### src/rtl/gpio_evt_pkg.sv
package gpio_evt_pkg;

  localparam int DATA_W   = 32;
  localparam int ADDR_W   = 4;
  localparam int MAX_PINS = 93;
  localparam int ST_PER_W = 31;
  localparam int CF_PER_W = 32;
  localparam int PAD_W    = 4 * CF_PER_W;

  typedef enum logic [1:0] {
    REG_ENABLE   = 2'd0,
    REG_POLARITY = 2'd1,
    REG_ASSERT   = 2'd2,
    REG_DEASSERT = 2'd3
  } reg_kind_e;

endpackage

### src/rtl/gpio_evt_edge.sv
module gpio_evt_edge #(
  parameter int NUM_PINS = 93
) (
  input  logic                clk,
  input  logic                rst_n,
  input  logic [NUM_PINS-1:0] pin_in,
  output logic [NUM_PINS-1:0] rise,
  output logic [NUM_PINS-1:0] fall
);

  logic [NUM_PINS-1:0] prev_q;
  logic                primed_q;

  // prev_q takes the live level every cycle; primed_q masks the first
  // cycle after reset, when prev_q does not yet hold a real sample.
  always_ff @(posedge clk or negedge rst_n) begin
    if (!rst_n) begin
      prev_q   <= '0;
      primed_q <= 1'b0;
    end else begin
      prev_q   <= pin_in;
      primed_q <= 1'b1;
    end
  end

  assign rise = {NUM_PINS{primed_q}} & pin_in & ~prev_q;
  assign fall = {NUM_PINS{primed_q}} & ~pin_in & prev_q;

endmodule

### src/rtl/gpio_evt_cfg.sv
module gpio_evt_cfg
  import gpio_evt_pkg::*;
#(
  parameter int NUM_PINS = 93
) (
  input  logic                clk,
  input  logic                rst_n,
  input  logic                wr_en,
  input  logic [ADDR_W-1:0]   addr,
  input  logic [DATA_W-1:0]   wdata,
  output logic [NUM_PINS-1:0] en_q,
  output logic [NUM_PINS-1:0] pol_q
);

  logic [NUM_PINS-1:0] en_we;
  logic [NUM_PINS-1:0] pol_we;
  logic [NUM_PINS-1:0] wbit;

  for (genvar p = 0; p < NUM_PINS; p++) begin : g_pin
    localparam logic [1:0] WORD = 2'(p / CF_PER_W);
    localparam int         BITN = p % CF_PER_W;
    logic hit;
    assign hit       = wr_en && (addr[1:0] == WORD);
    assign en_we[p]  = hit && (reg_kind_e'(addr[3:2]) == REG_ENABLE);
    assign pol_we[p] = hit && (reg_kind_e'(addr[3:2]) == REG_POLARITY);
    assign wbit[p]   = wdata[BITN];
  end

  always_ff @(posedge clk or negedge rst_n) begin
    if (!rst_n) begin
      en_q  <= '0;
      pol_q <= '0;
    end else begin
      en_q  <= (en_q & ~en_we) | (wbit & en_we);
      pol_q <= (pol_q & ~pol_we) | (wbit & pol_we);
    end
  end

endmodule

### src/rtl/gpio_evt_status.sv
module gpio_evt_status #(
  parameter int NUM_PINS = 93
) (
  input  logic                clk,
  input  logic                rst_n,
  input  logic [NUM_PINS-1:0] set_v,
  input  logic [NUM_PINS-1:0] clr_v,
  output logic [NUM_PINS-1:0] st_q,
  output logic                irq
);

  // Clear is applied first, set last: a coincident event survives.
  always_ff @(posedge clk or negedge rst_n) begin
    if (!rst_n) st_q <= '0;
    else        st_q <= (st_q & ~clr_v) | set_v;
  end

  assign irq = |st_q;

endmodule

### src/rtl/gpio_evt_irq_ctrl.sv
module gpio_evt_irq_ctrl
  import gpio_evt_pkg::*;
#(
  parameter int NUM_PINS = 93
) (
  input  logic                clk,
  input  logic                rst_n,
  input  logic [NUM_PINS-1:0] pin_in,
  input  logic                wr_en,
  input  logic [3:0]          addr,
  input  logic [31:0]         wdata,
  output logic [31:0]         rdata,
  output logic                irq_assert,
  output logic                irq_deassert
);

  logic [NUM_PINS-1:0] rise, fall;
  logic [NUM_PINS-1:0] en_q, pol_q;
  logic [NUM_PINS-1:0] set_a, set_d, clr_a, clr_d;
  logic [NUM_PINS-1:0] st_a, st_d;

  gpio_evt_edge #(.NUM_PINS(NUM_PINS)) u_edge (
    .clk(clk), .rst_n(rst_n), .pin_in(pin_in), .rise(rise), .fall(fall)
  );

  gpio_evt_cfg #(.NUM_PINS(NUM_PINS)) u_cfg (
    .clk(clk), .rst_n(rst_n), .wr_en(wr_en), .addr(addr), .wdata(wdata),
    .en_q(en_q), .pol_q(pol_q)
  );

  assign set_a = en_q & ((pol_q & rise) | (~pol_q & fall));
  assign set_d = en_q & ((pol_q & fall) | (~pol_q & rise));

  for (genvar p = 0; p < NUM_PINS; p++) begin : g_clr
    localparam logic [1:0] WORD = 2'(p / ST_PER_W);
    localparam int         BITN = (p % ST_PER_W) + 1;
    logic hit;
    assign hit      = wr_en && (addr[1:0] == WORD) && wdata[BITN];
    assign clr_a[p] = hit && (reg_kind_e'(addr[3:2]) == REG_ASSERT);
    assign clr_d[p] = hit && (reg_kind_e'(addr[3:2]) == REG_DEASSERT);
  end

  gpio_evt_status #(.NUM_PINS(NUM_PINS)) u_st_a (
    .clk(clk), .rst_n(rst_n), .set_v(set_a), .clr_v(clr_a),
    .st_q(st_a), .irq(irq_assert)
  );

  gpio_evt_status #(.NUM_PINS(NUM_PINS)) u_st_d (
    .clk(clk), .rst_n(rst_n), .set_v(set_d), .clr_v(clr_d),
    .st_q(st_d), .irq(irq_deassert)
  );

  // Readback: zero-padded flat vectors, so pins past NUM_PINS read 0.
  logic [PAD_W-1:0] en_pad, pol_pad, sa_pad, sd_pad;
  logic [6:0]       base_cf, base_st;

  assign en_pad  = PAD_W'(en_q);
  assign pol_pad = PAD_W'(pol_q);
  assign sa_pad  = PAD_W'(st_a);
  assign sd_pad  = PAD_W'(st_d);
  assign base_cf = {addr[1:0], 5'd0};
  assign base_st = 7'({5'd0, addr[1:0]}) * 7'd31;

  always_comb begin
    unique case (reg_kind_e'(addr[3:2]))
      REG_ENABLE:   rdata = en_pad[base_cf +: 32];
      REG_POLARITY: rdata = pol_pad[base_cf +: 32];
      REG_ASSERT:   rdata = {sa_pad[base_st +: 31], 1'b0};
      default:      rdata = {sd_pad[base_st +: 31], 1'b0};
    endcase
  end

endmodule

### config.mk
export PLATFORM = sky130hd
export DESIGN_NAME = gpio_evt_irq_ctrl
export DESIGN_NICKNAME = d
export VERILOG_FILES = /design/src/rtl/gpio_evt_pkg.sv /design/src/rtl/gpio_evt_edge.sv /design/src/rtl/gpio_evt_cfg.sv /design/src/rtl/gpio_evt_status.sv /design/src/rtl/gpio_evt_irq_ctrl.sv
export SDC_FILE = /design/constraint.sdc
export NUM_CORES = 1
export LEC_CHECK = 0
export BUFFER_PORTS_ARGS = -buffer_cell sky130_fd_sc_hd__buf_2
export CORE_MARGIN = 8
export CORE_UTILIZATION = 51
export DETAILED_ROUTE_END_ITERATION = 10
export PLACE_DENSITY = 0.69
export SYNTH_ARGS = -nofsm -noshare
export SYNTH_HDL_FRONTEND = slang
export SYNTH_HIERARCHICAL = 1
export SYNTH_SLANG_ARGS = --single-unit
### constraint.sdc
create_clock -name clk -period 1.9 [get_ports clk]
set_input_delay 0.095 -clock clk [delete_from_list [all_inputs] [get_ports clk]]
set_output_delay 0.095 -clock clk [all_outputs]
set_load 0.1 [all_outputs]
==> reports/summary.txt, run 1 <==
CTS buffer count: 53
period utilisation layout: 129%
Syn Area/Cell: 11.0 µm²
Layout fillers: 3853
DIE AREA: 0.0580 mm²
required time worst endpoint: 1.80 ns
setup TNS: -4.04 ns
CORE AREA: 0.0501 mm²
DP Worst Slack: -0.133 ns
Synth Area in XOR/XNOR: 0%
post-synth top area cell: dfrtp_1
placed inst area: 0.0291 mm²
DP Wirelength: 57000 µm
DR vias: 20300
RSZ-0062 raised after global routing: true
final wirelength: 83900 µm
antenna viol nets, final: 0
Worst Slack Setup Final: -0.546 ns
multi-input combinational cell area: 0.0134 mm²
CTS Root Buffer Type: clkbuf_16
DRC: 0
Slew headroom: 62.1%
final hold viol count: 0
Clock Pin Slew Worst Setup and Hold Paths: 0.06 ns
TritonCTS clock tree: built
multiplexer area fraction after synthesis: 21.4%
vias in the first global route: 21400
synth warn: 6
post-synthesis register bit count: 466
Mapped Nets: 2470
Crit Path Category: register to output pin
initial antenna violation count: 1
most common cell in the synthesized netlist: dfrtp_1
routability cong.: 0.922
Main synth FF type: dfrtp_1
register area share after synthesis: 45.2%
Max VDD drop: 1070 µV
die height: 241 µm
WL/cell: 23.8 µm
final setup vio count: 34
sequential cell area: 0.0117 mm²
CTS HTree Levels: 2
clock sink count: 466
post-synthesis compound-gate area fraction: 9.05%
share of cells above drive strength 1: 30.0%
Arrival @ worst endpoint: 2.35 ns
Synth Area in Simple Gates: 19.2%
crit start category: register
number of distinct library cells after synthesis: 40
placed instance count: 3239
status: finished, violations left
Post-synth EDFFs: 0
# IOs: 166
top cells by count, synth: 466 x dfrtp_1, 338 x mux2i_1, 189 x nor2b_1
first-pass GRT wire length: 127000 µm
worst slew pin tran: 0.569 ns
total congestion overflow: 0
GR Util All Layers: 28.7%
max-slew violation total from the final report: 0
Leak Pwr: 0.0151 µW
Worst Path Max Fanout: 2
Total Nets Final: 2931
area fraction of the dominant cell type after synthesis: 45.2%
critical path capture point type: output pin
failing checks: setup timing
PortBufs: 165
Via-to-Cell Ratio: 5.78
Iteration-0 DRC Markers: 1246
Syn Inst Count: 2338
mapped cell area: 0.0258 mm²
area grow syn2layout: 29.4%
Max clock buf depth: 3
DR pass1 iterations: 5
max_cap viols: 0
Cell Pwr Density: 1140 mW/mm²
Finished Layout Cells: 3517
largest family of logic cells by synthesized area: multiplexers
Initial Util: 51.5%
FMAX: 0.409 GHz
clk_skew: 0.0138 ns
Clk Latency, worst-skew pair: 0.61 ns
Post-Synth Adder-Cell Area: 0%
HP Class: input port to register
setup slack, reg-to-reg: 0.24 ns
Min Hold Slack: 0.0581 ns
top post-synthesis cells by area: dfrtp_1 45%, mux2i_1 13%, mux2_2 8.2%, a21o_1 5.4%, nor2b_1 4.6%
final worst path period need: 2.45 ns
Rows: 82
Async S/R FF share, synth: 100%
design area: 0.0334 mm²
Die Wd: 241 µm
largest net degree at the start of global routing: 76
[power breakdown]
| group | internal [µW] | switching, µW |
|---|---|---|
| clock | 6680 | 4330 |
| sequential | 12800 | 3040 |
| combinational | 6030 | 4980 |
| total | 25500 | 12400 |
[metal layers]
metal	global-route usage (%)	up-vias	wire length, µm
met5	0	-	0
met4	14.3	0	4330
met3	4.51	223	4530
met2	48.3	661	40500
met1	35.7	10300	34500
li1	-	9112	-
[worst paths after layout]
kind	from	to	depth (start not counted)
min in group asynchronous	rst_n	asynchronous set/reset pin	3
worst max register to register	u_edge/primed_q$_DFF_PN0_	u_st_d/st_q[32]$_DFF_PN0_	6
max in group asynchronous	rst_n	u_st_d/st_q[77]$_DFF_PN0_	4
worst max-delay path	u_st_a/st_q[69]$_DFF_PN0_	irq_assert	6
worst min-delay path	wdata[28]	register	2
worst min register to register	u_st_a/st_q[84]$_DFF_PN0_	u_st_a/st_q[84]$_DFF_PN0_	1
[cell usage in the layout, fill, tap and decap left out, drive strengths merged, types with 126 or more instances in the layout]
master       instances
and3b              186
mux2               188
nor2b              189
buf                389
dlygate4sd3        126
inv                186
a21o               186
and2               186
mux2i              338
dfrtp              466
[critical path: stages, from the launching register on]
cell and delay, ns:
dfrtp_1 0.39, nor4_1 0.30, buf_4 0.17, nand4_1 0.24
nor4_2 0.28, nand2_2 0.16, buf_12 0.19
[cells by family (layout without fill, tap and decap cells)]
logic type      count (synthesis)  after routing
compound gates                312            312
buf+inv                       295            799
flops                         466            466
mux                           527            527
other cells                     1              4
simple gates                  737            737
[stage by stage]
step	utilization [%]	power, µW
3_3_place_gp	58.2	24900
3_5_place_dp	58.2	25300
2_1_floorplan	-	20800
5_1_grt	66.6	39400
4_1_cts	65.8	37400
6_report	66.6	37900
[repair_timing]
item | CTS | global route
setup buffers | 42 | 17
endpoints found under the setup margin | 34 | 34
pin swaps | 59 | 29
gates resized for setup | 83 | 64
hold endpoints to repair | 844 | 0
gates cloned | 0 | 0
hold buffers | 127 | 0
[cell type report]
type                       count  share of cell area, %
clock buffer                  74                   4.70
timing repair buffer         515                   14.5
clock inverter                24                  0.919
inverter                     186                   2.09
tap                          672                   2.52
multi-input combinational   1577                   40.2
sequential                   466                   35.0
antenna                        3                 0.0225
No activity file was read; power rests on OpenSTA's default activity.
==> run 2, diff against run 1 <==
--- a/config.mk
+++ b/config.mk
@@ -6,6 +6,7 @@
 export NUM_CORES = 1
 export LEC_CHECK = 0
 export BUFFER_PORTS_ARGS = -buffer_cell sky130_fd_sc_hd__buf_2
+export CORE_ASPECT_RATIO = 2
 export CORE_MARGIN = 8
 export CORE_UTILIZATION = 51
 export DETAILED_ROUTE_END_ITERATION = 10
==> reports/summary.txt, run 2 (same netlist as run 1, synthesis figures left out) <==
DR vias: 20500 (was 20300)
clock sink count: 466 (unchanged)
Cell Pwr Density: 1110 mW/mm² (was 1140 mW/mm²)
PortBufs: 165 (unchanged)
CP Cell Sequence: nor4_2, nand4_1, nor4_2, nand2_2, buf_12 (was nor4_1, buf_4, nand4_1, nor4_2, nand2_2, buf_12)
commonest cells after routing, fill and taps aside: 454 x dfrtp_1, 298 x mux2i_1, 199 x buf_4, 187 x nor2b_1, 187 x mux2_2 (was 450 x dfrtp_1, 308 x mux2i_1, 188 x nor2b_1)
max_cap viols: 0 (unchanged)
Slew headroom: 54.7% (was 62.1%)
DIE AREA: 0.0584 mm² (was 0.0580 mm²)
clock share of power: 25.2% (was 29.0%)
Sw Ratio: 33.8% (was 32.6%)
final wirelength: 86500 µm (was 83900 µm)
largest net degree at the start of global routing: 81 (was 76)
GR Util All Layers: 29.3% (was 28.7%)
Arrival @ worst endpoint: 2.28 ns (was 2.35 ns)
required time worst endpoint: 1.80 ns (about the same)
# diodes: 0 (was 3)
CTS Root Buffer Type: clkbuf_16 (unchanged)
Layout fillers: 3853 (unchanged)
Clock Pin Slew Worst Setup and Hold Paths: 0.07 ns (was 0.06 ns)
Max clock buf depth: 3 (unchanged)
Worst Slack Setup Final: -0.475 ns (was -0.546 ns)
final worst path period need: 2.38 ns (was 2.45 ns)
Finished Layout Cells: 3503 (was 3517)
Die Wd: 175 µm (was 241 µm)
CP most frequent cell: nor4_2
CP delay by family, top: simple AND/OR/NAND/NOR gates (unchanged)
total congestion overflow: 0 (unchanged)
CTS HTree Levels: 2 (unchanged)
Iteration-0 DRC Markers: 1237 (was 1246)
final hold viol count: 0 (unchanged)
design area: 0.0333 mm² (was 0.0334 mm²)
Internal: 24400 µW (was 25500 µW)
Rows: 116 (was 82)
most common cell after layout, fill and taps aside: dfrtp_1 (unchanged)
Buf+Inv Stages, Crit Path: 1 (was 2)
antenna viol nets, final: 0 (unchanged)
failing checks: setup timing (unchanged)
status: finished, violations left (unchanged)
TritonCTS clock tree: built (unchanged)
DR pass1 iterations: 7 (was 5)
placed instance count: 3241 (was 3239)
clk_skew: 0.0228 ns (was 0.0138 ns)
Total Nets Final: 2953 (was 2931)
HP Class: input port to register (unchanged)
worst slew pin tran: 0.678 ns (was 0.569 ns)
WL/cell: 24.7 µm (was 23.8 µm)
CORE AREA: 0.0499 mm² (was 0.0501 mm²)
Max VDD drop: 830 µV (was 1070 µV)
Flop pwr share: 43.1% (was 41.9%)
period utilisation layout: 125% (was 129%)
P_sw: 12500 µW (was 12400 µW)
Via-to-Cell Ratio: 5.86 (was 5.78)
Leak Pwr: 0.0151 µW (about the same)
vias in the first global route: 22200 (was 21400)
Clk Latency, worst-skew pair: 0.59 ns (was 0.61 ns)
first-pass GRT wire length: 132000 µm (was 127000 µm)
FMAX: 0.421 GHz (was 0.409 GHz)
DP Worst Slack: -0.217 ns (was -0.133 ns)
Critical-path top delay cell: dfrtp_2 (was dfrtp_1)
die height: 334 µm (was 241 µm)
max-slew violation total from the final report: 0 (unchanged)
setup TNS: -3.34 ns (was -4.04 ns)
RSZ-0062 raised after global routing: true (unchanged)
DP Wirelength: 61200 µm (was 57000 µm)
share of cells above drive strength 1: 30.9% (was 30.0%)
final setup vio count: 34 (unchanged)
Worst path max stage delay: 0.46 ns (was 0.39 ns)
CTS buffer count: 45 (was 53)
crit start category: register (unchanged)
routability cong.: 0.906 (was 0.922)
Initial Util: 51.6% (was 51.5%)
placed inst area: 0.0292 mm² (was 0.0291 mm²)
area grow syn2layout: 29.1% (was 29.4%)
Min Hold Slack: 0.0119 ns (was 0.0581 ns)
initial antenna violation count: 0 (was 1)
Logic pwr share: 31.7% (was 29.1%)
# IOs: 166 (unchanged)
Crit Path Category: register to output pin (unchanged)
critical path capture point type: output pin (unchanged)
Worst Path Max Fanout: 3 (was 2)
DRC: 0 (unchanged)
-- run 2: worst paths after layout --
path / start / to / slack [ns] / cells past startpoint
max in group asynchronous: rst_n / u_edge/prev_q[69]$_DFF_PN0_ / 0.71 / 3
max: u_st_d/st_q[77]$_DFF_PN0_ / irq_deassert / -0.48 / 5
min: wdata[22] / register / 0.01 / 2
min in group asynchronous: rst_n / u_edge/prev_q[36]$_DFF_PN0_ / 0.10 / 3
min reg2reg: u_st_a/st_q[46]$_DFF_PN0_ / u_st_a/st_q[46]$_DFF_PN0_ / 0.51 / 1
max reg2reg: u_edge/primed_q$_DFF_PN0_ / u_st_a/st_q[58]$_DFF_PN0_ / 0.10 / 5
-- run 2: per-layer routing --
layer  vias up  share of wire, %  track usage, %
met1     10400                36            31.3
li1       9134                 -               -
met5         -                 0               0
met3       302               4.6            4.04
met4         0               8.5            21.7
met2       711                51            52.0
-- run 2: area by class of cell --
cell class                 instances  area (µm²)  area share [%]
clock inverter                    16         174           0.522
multi-input combinational       1577       13600            40.8
timing repair buffer             545        5020            15.1
clock buffer                      64        1310            3.94
inverter                         186         698            2.10
tap                              649         812            2.44
sequential                       466       11700            35.1
-- run 2: power groups by stage --
| stage | Clock [µW] | Combinational [µW] | Sequential [µW] |
|---|---|---|---|
| 3_5_place_dp | 0 | 9950 | 15800 |
| 6_report | 9300 | 11700 | 15900 |
| 5_1_grt | 9800 | 12300 | 16200 |
| 3_3_place_gp | 0 | 9730 | 15600 |
| 2_1_floorplan | 0 | 5950 | 14900 |
| 4_1_cts | 9450 | 11300 | 15700 |
-- run 2: metrics by stage --
stage / power (µW) / util [%]
floorplan: 20800 / -
global placement: 25300 / 58.6
detailed placement: 25800 / 58.6
CTS: 36400 / 65.8
global route: 38300 / 66.7
finish: 36900 / 66.7
-- run 2: worst reg2reg max path: cells and delay by family (launching register included) --
kind | cells | cell delay (ns)
buf+inv | 1 | 0.33
simple gates | 2 | 0.60
mux | 1 | 0.08
compound gates | 1 | 0.13
flops | 1 | 0.58
-- run 2: what timing repair did --
action | in CTS | in global routing
hold buffers | 123 | 0
resized for setup | 110 | 68
endpoints found under the setup margin | 34 | 34
endpoints found under the hold margin | 701 | 0
pin swaps | 56 | 31
setup buffers | 50 | 14
gates cloned | 0 | 0
==> run 3, diff against run 2 <==
--- a/config.mk
+++ b/config.mk
@@ -5,12 +5,14 @@
 export SDC_FILE = /design/constraint.sdc
 export NUM_CORES = 1
 export LEC_CHECK = 0
+export ABC_AREA = 1
 export BUFFER_PORTS_ARGS = -buffer_cell sky130_fd_sc_hd__buf_2
 export CORE_ASPECT_RATIO = 2
 export CORE_MARGIN = 8
 export CORE_UTILIZATION = 51
 export DETAILED_ROUTE_END_ITERATION = 10
 export PLACE_DENSITY = 0.69
+export RECOVER_POWER = 100
 export SYNTH_ARGS = -nofsm -noshare
 export SYNTH_HDL_FRONTEND = slang
 export SYNTH_HIERARCHICAL = 1
==> reports/summary.txt, run 3 <==
first-pass GRT wire length: 158000 µm (was 132000 µm)
synth warn: 6 (unchanged)
antenna viol nets, final: 0 (unchanged)
DRC: 0 (unchanged)
Total Nets Final: 4502 (was 2953)
CTS HTree Levels: 2 (unchanged)
multi-input combinational cell area: 0.0129 mm² (was 0.0136 mm²)
Sw Ratio: 36.1% (was 33.8%)
Die Wd: 180 µm (was 175 µm)
DR pass1 iterations: 6 (was 7)
mapped cell area: 0.0275 mm² (was 0.0258 mm²)
RSZ-0062 raised after global routing: true (unchanged)
PortBufs: 165 (unchanged)
required time worst endpoint: 1.80 ns (about the same)
most common cell after layout, fill and taps aside: nand2_1 (was dfrtp_1)
CORE AREA: 0.0535 mm² (was 0.0499 mm²)
initial antenna violation count: 2 (was 0)
Max VDD drop: 863 µV (was 830 µV)
final worst path period need: 2.16 ns (was 2.38 ns)
setup TNS: -1.00 ns (was -3.34 ns)
Mapped Nets: 4195 (was 2470)
largest net degree at the start of global routing: 63 (was 81)
max_cap viols: 0 (unchanged)
period utilisation layout: 114% (was 125%)
clock sink count: 466 (unchanged)
Min Hold Slack: 0.0544 ns (was 0.0119 ns)
post-synthesis register bit count: 466 (unchanged)
sequential cell area: 0.0117 mm² (about the same)
Clk Latency, worst-skew pair: 0.60 ns (was 0.59 ns)
placed inst area: 0.0301 mm² (was 0.0292 mm²)
Overall Power: 33100 µW (was 36900 µW)
hold wc startpoint: addr[3] (was wdata[22])
Hold Path Depth: 4 (was 2)
commonest cells after routing, fill and taps aside: 965 x nand2_1, 652 x nor2_1, 577 x inv_1, 463 x dfrtp_1, 350 x nand3_1 (was 454 x dfrtp_1, 298 x mux2i_1, 199 x buf_4, 187 x nor2b_1, 187 x mux2_2)
Logic pwr share: 28.0% (was 31.7%)
failing checks: setup timing (unchanged)
most common cell in the synthesized netlist: nand2_1 (was dfrtp_1)
CTS buffer count: 46 (was 45)
Slew headroom: 10.3% (was 54.7%)
area grow syn2layout: 21.6% (was 29.1%)
number of distinct library cells after synthesis: 20 (was 40)
Initial Util: 51.4% (was 51.6%)
routability cong.: 0.945 (was 0.906)
Crit Path Category: register to output pin (unchanged)
Via-to-Cell Ratio: 5.64 (was 5.86)
GR Util All Layers: 32.9% (was 29.3%)
TritonCTS clock tree: built (unchanged)
crit start category: register (unchanged)
DP Wirelength: 71800 µm (was 61200 µm)
register area share after synthesis: 42.5% (was 45.2%)
vias in the first global route: 28400 (was 22200)
Arrival @ worst endpoint: 2.07 ns (was 2.28 ns)
Clock Pin Slew Worst Setup and Hold Paths: 0.07 ns (about the same)
CTS Root Buffer Type: clkbuf_16 (unchanged)
Layout fillers: 4988 (was 3853)
final wirelength: 104000 µm (was 86500 µm)
Main synth FF type: dfrtp_1 (unchanged)
Min-Delay Endpoint: u_st_a/st_q[22]$_DFF_PN0_
die height: 344 µm (was 334 µm)
Internal: 21200 µW (was 24400 µW)
WL/cell: 20.5 µm (was 24.7 µm)
Cell Pwr Density: 993 mW/mm² (was 1110 mW/mm²)
status: finished, violations left (unchanged)
Async S/R FF share, synth: 100% (unchanged)
Rows: 120 (was 116)
Worst Slack Setup Final: -0.264 ns (was -0.475 ns)
Max clock buf depth: 3 (unchanged)
Worst Path Max Fanout: 3 (unchanged)
final setup vio count: 22 (was 34)
clk_skew: 0.0167 ns (was 0.0228 ns)
final hold viol count: 0 (unchanged)
Leak Pwr: 0.0177 µW (was 0.0151 µW)
Layout Utilization: 62.5% (was 66.7%)
top post-synthesis cells by area: dfrtp_1 42%, nand2_1 14%, nor2_1 9.3%, inv_1 8.5%, nand3_1 7.0% (was dfrtp_1 45%, mux2i_1 13%, mux2_2 8.2%, a21o_1 5.4%, nor2b_1 4.6%)
critical path capture point type: output pin (unchanged)
HP Class: input port to register (unchanged)
P_sw: 12000 µW (was 12500 µW)
Flop pwr share: 42.2% (was 43.1%)
Syn Inst Count: 4063 (was 2338)
DIE AREA: 0.0620 mm² (was 0.0584 mm²)
top cells by count, synth: 998 x nand2_1, 680 x nor2_1, 620 x inv_1 (was 466 x dfrtp_1, 338 x mux2i_1, 189 x nor2b_1)
share of cells above drive strength 1: 10.8% (was 30.9%)
setup slack, reg-to-reg: -0.09 ns (was 0.10 ns)
worst slew pin tran: 1.35 ns (was 0.678 ns)
area fraction of the dominant cell type after synthesis: 42.5% (was 45.2%)
FMAX: 0.462 GHz (was 0.421 GHz)
Post-synth EDFFs: 0 (unchanged)
DR vias: 28700 (was 20500)
RR Startpoint: u_edge/primed_q$_DFF_PN0_ (unchanged)
design area: 0.0334 mm² (was 0.0333 mm²)
reg2reg path depth: 7 (was 5)
post-synth top area cell: dfrtp_1 (unchanged)
total congestion overflow: 0 (unchanged)
max-slew violation total from the final report: 0 (unchanged)
Iteration-0 DRC Markers: 2773 (was 1237)
clock share of power: 29.8% (was 25.2%)
Critical R2R Capture: u_st_a/st_q[41]$_DFF_PN0_ (was u_st_a/st_q[58]$_DFF_PN0_)
# IOs: 166 (unchanged)
Syn Area/Cell: 6.76 µm² (was 11.0 µm²)
run 3: power groups by stage:
stage / registers [µW] / clock network, µW / logic, µW
finish: 14000 / 9870 / 9290
global route: 14200 / 10300 / 10300
CTS: 13900 / 9960 / 8900
detailed placement: 14100 / 0 / 8450
global placement: 14000 / 0 / 8270
floorplan: 13400 / 0 / 5820
run 3: final cells by class:
class / instances / share of cell area, %
clock inverter: 15 / 0.540
inverter: 621 / 7.00
antenna: 1 / 0.00749
timing repair buffer: 456 / 12.0
clock buffer: 71 / 4.28
multi-input combinational: 2779 / 38.7
sequential: 466 / 34.9
tap: 671 / 2.51
run 3: worst max-delay path by stage:
stage	from	end	slack [ns]	cells past startpoint
6_report	u_st_a/st_q[63]$_DFF_PN0_	irq_assert	-0.26	7
5_1_grt	u_st_d/st_q[35]$_DFF_PN0_	irq_deassert	-0.24	8
4_1_cts	u_st_a/st_q[42]$_DFF_PN0_	irq_assert	-0.21	7
3_5_place_dp	addr[1]	rdata[18]	0.12	10
3_3_place_gp	addr[1]	rdata[18]	0.14	10
2_1_floorplan	addr[2]	rdata[0]	0.05	8
run 3: cell families after synthesis:
group                  Yosys count  synth area share [%]
DFF                            466                  42.5
other                            1                0.0137
and+or+nand+nor               2368                  36.1
buffers and inverters          818                  12.0
AOI/OAI and AO/OA              410                  9.44
run 3: timing repair:
item	in CTS	in global routing
setup endpoints to repair	22	32
buffers inserted	8	30
pin swaps	30	27
hold buffers	127	0
hold endpoints to repair	777	0
resized for setup	87	110
run 3: worst max-delay path, cell delays in order, from the launching register on:
cell and delay, ns:
dfrtp_1 0.40, nor2_1 0.18, nand2_1 0.09, nor2_2 0.20
nand2_2 0.11, nor2_1 0.15, nand3_2 0.14, buf_12 0.20
run 3: routing by layer:
layer,vias up,track usage (%),wire length [µm]
li1,13300,-,-
met1,13500,34.4,36200
met2,1391,57.5,51300
met3,524,5.18,7090
met4,2,28.7,9710
met5,-,0,9
run 3: stage by stage:
step | std cells | setup slack, ns
after floorplan | 4063 | 0.0528
after global placement | 4830 | 0.142
after detailed placement | 4830 | 0.124
after CTS | 5051 | -0.211
after global routing | 5080 | -0.237
final | 5080 | -0.264
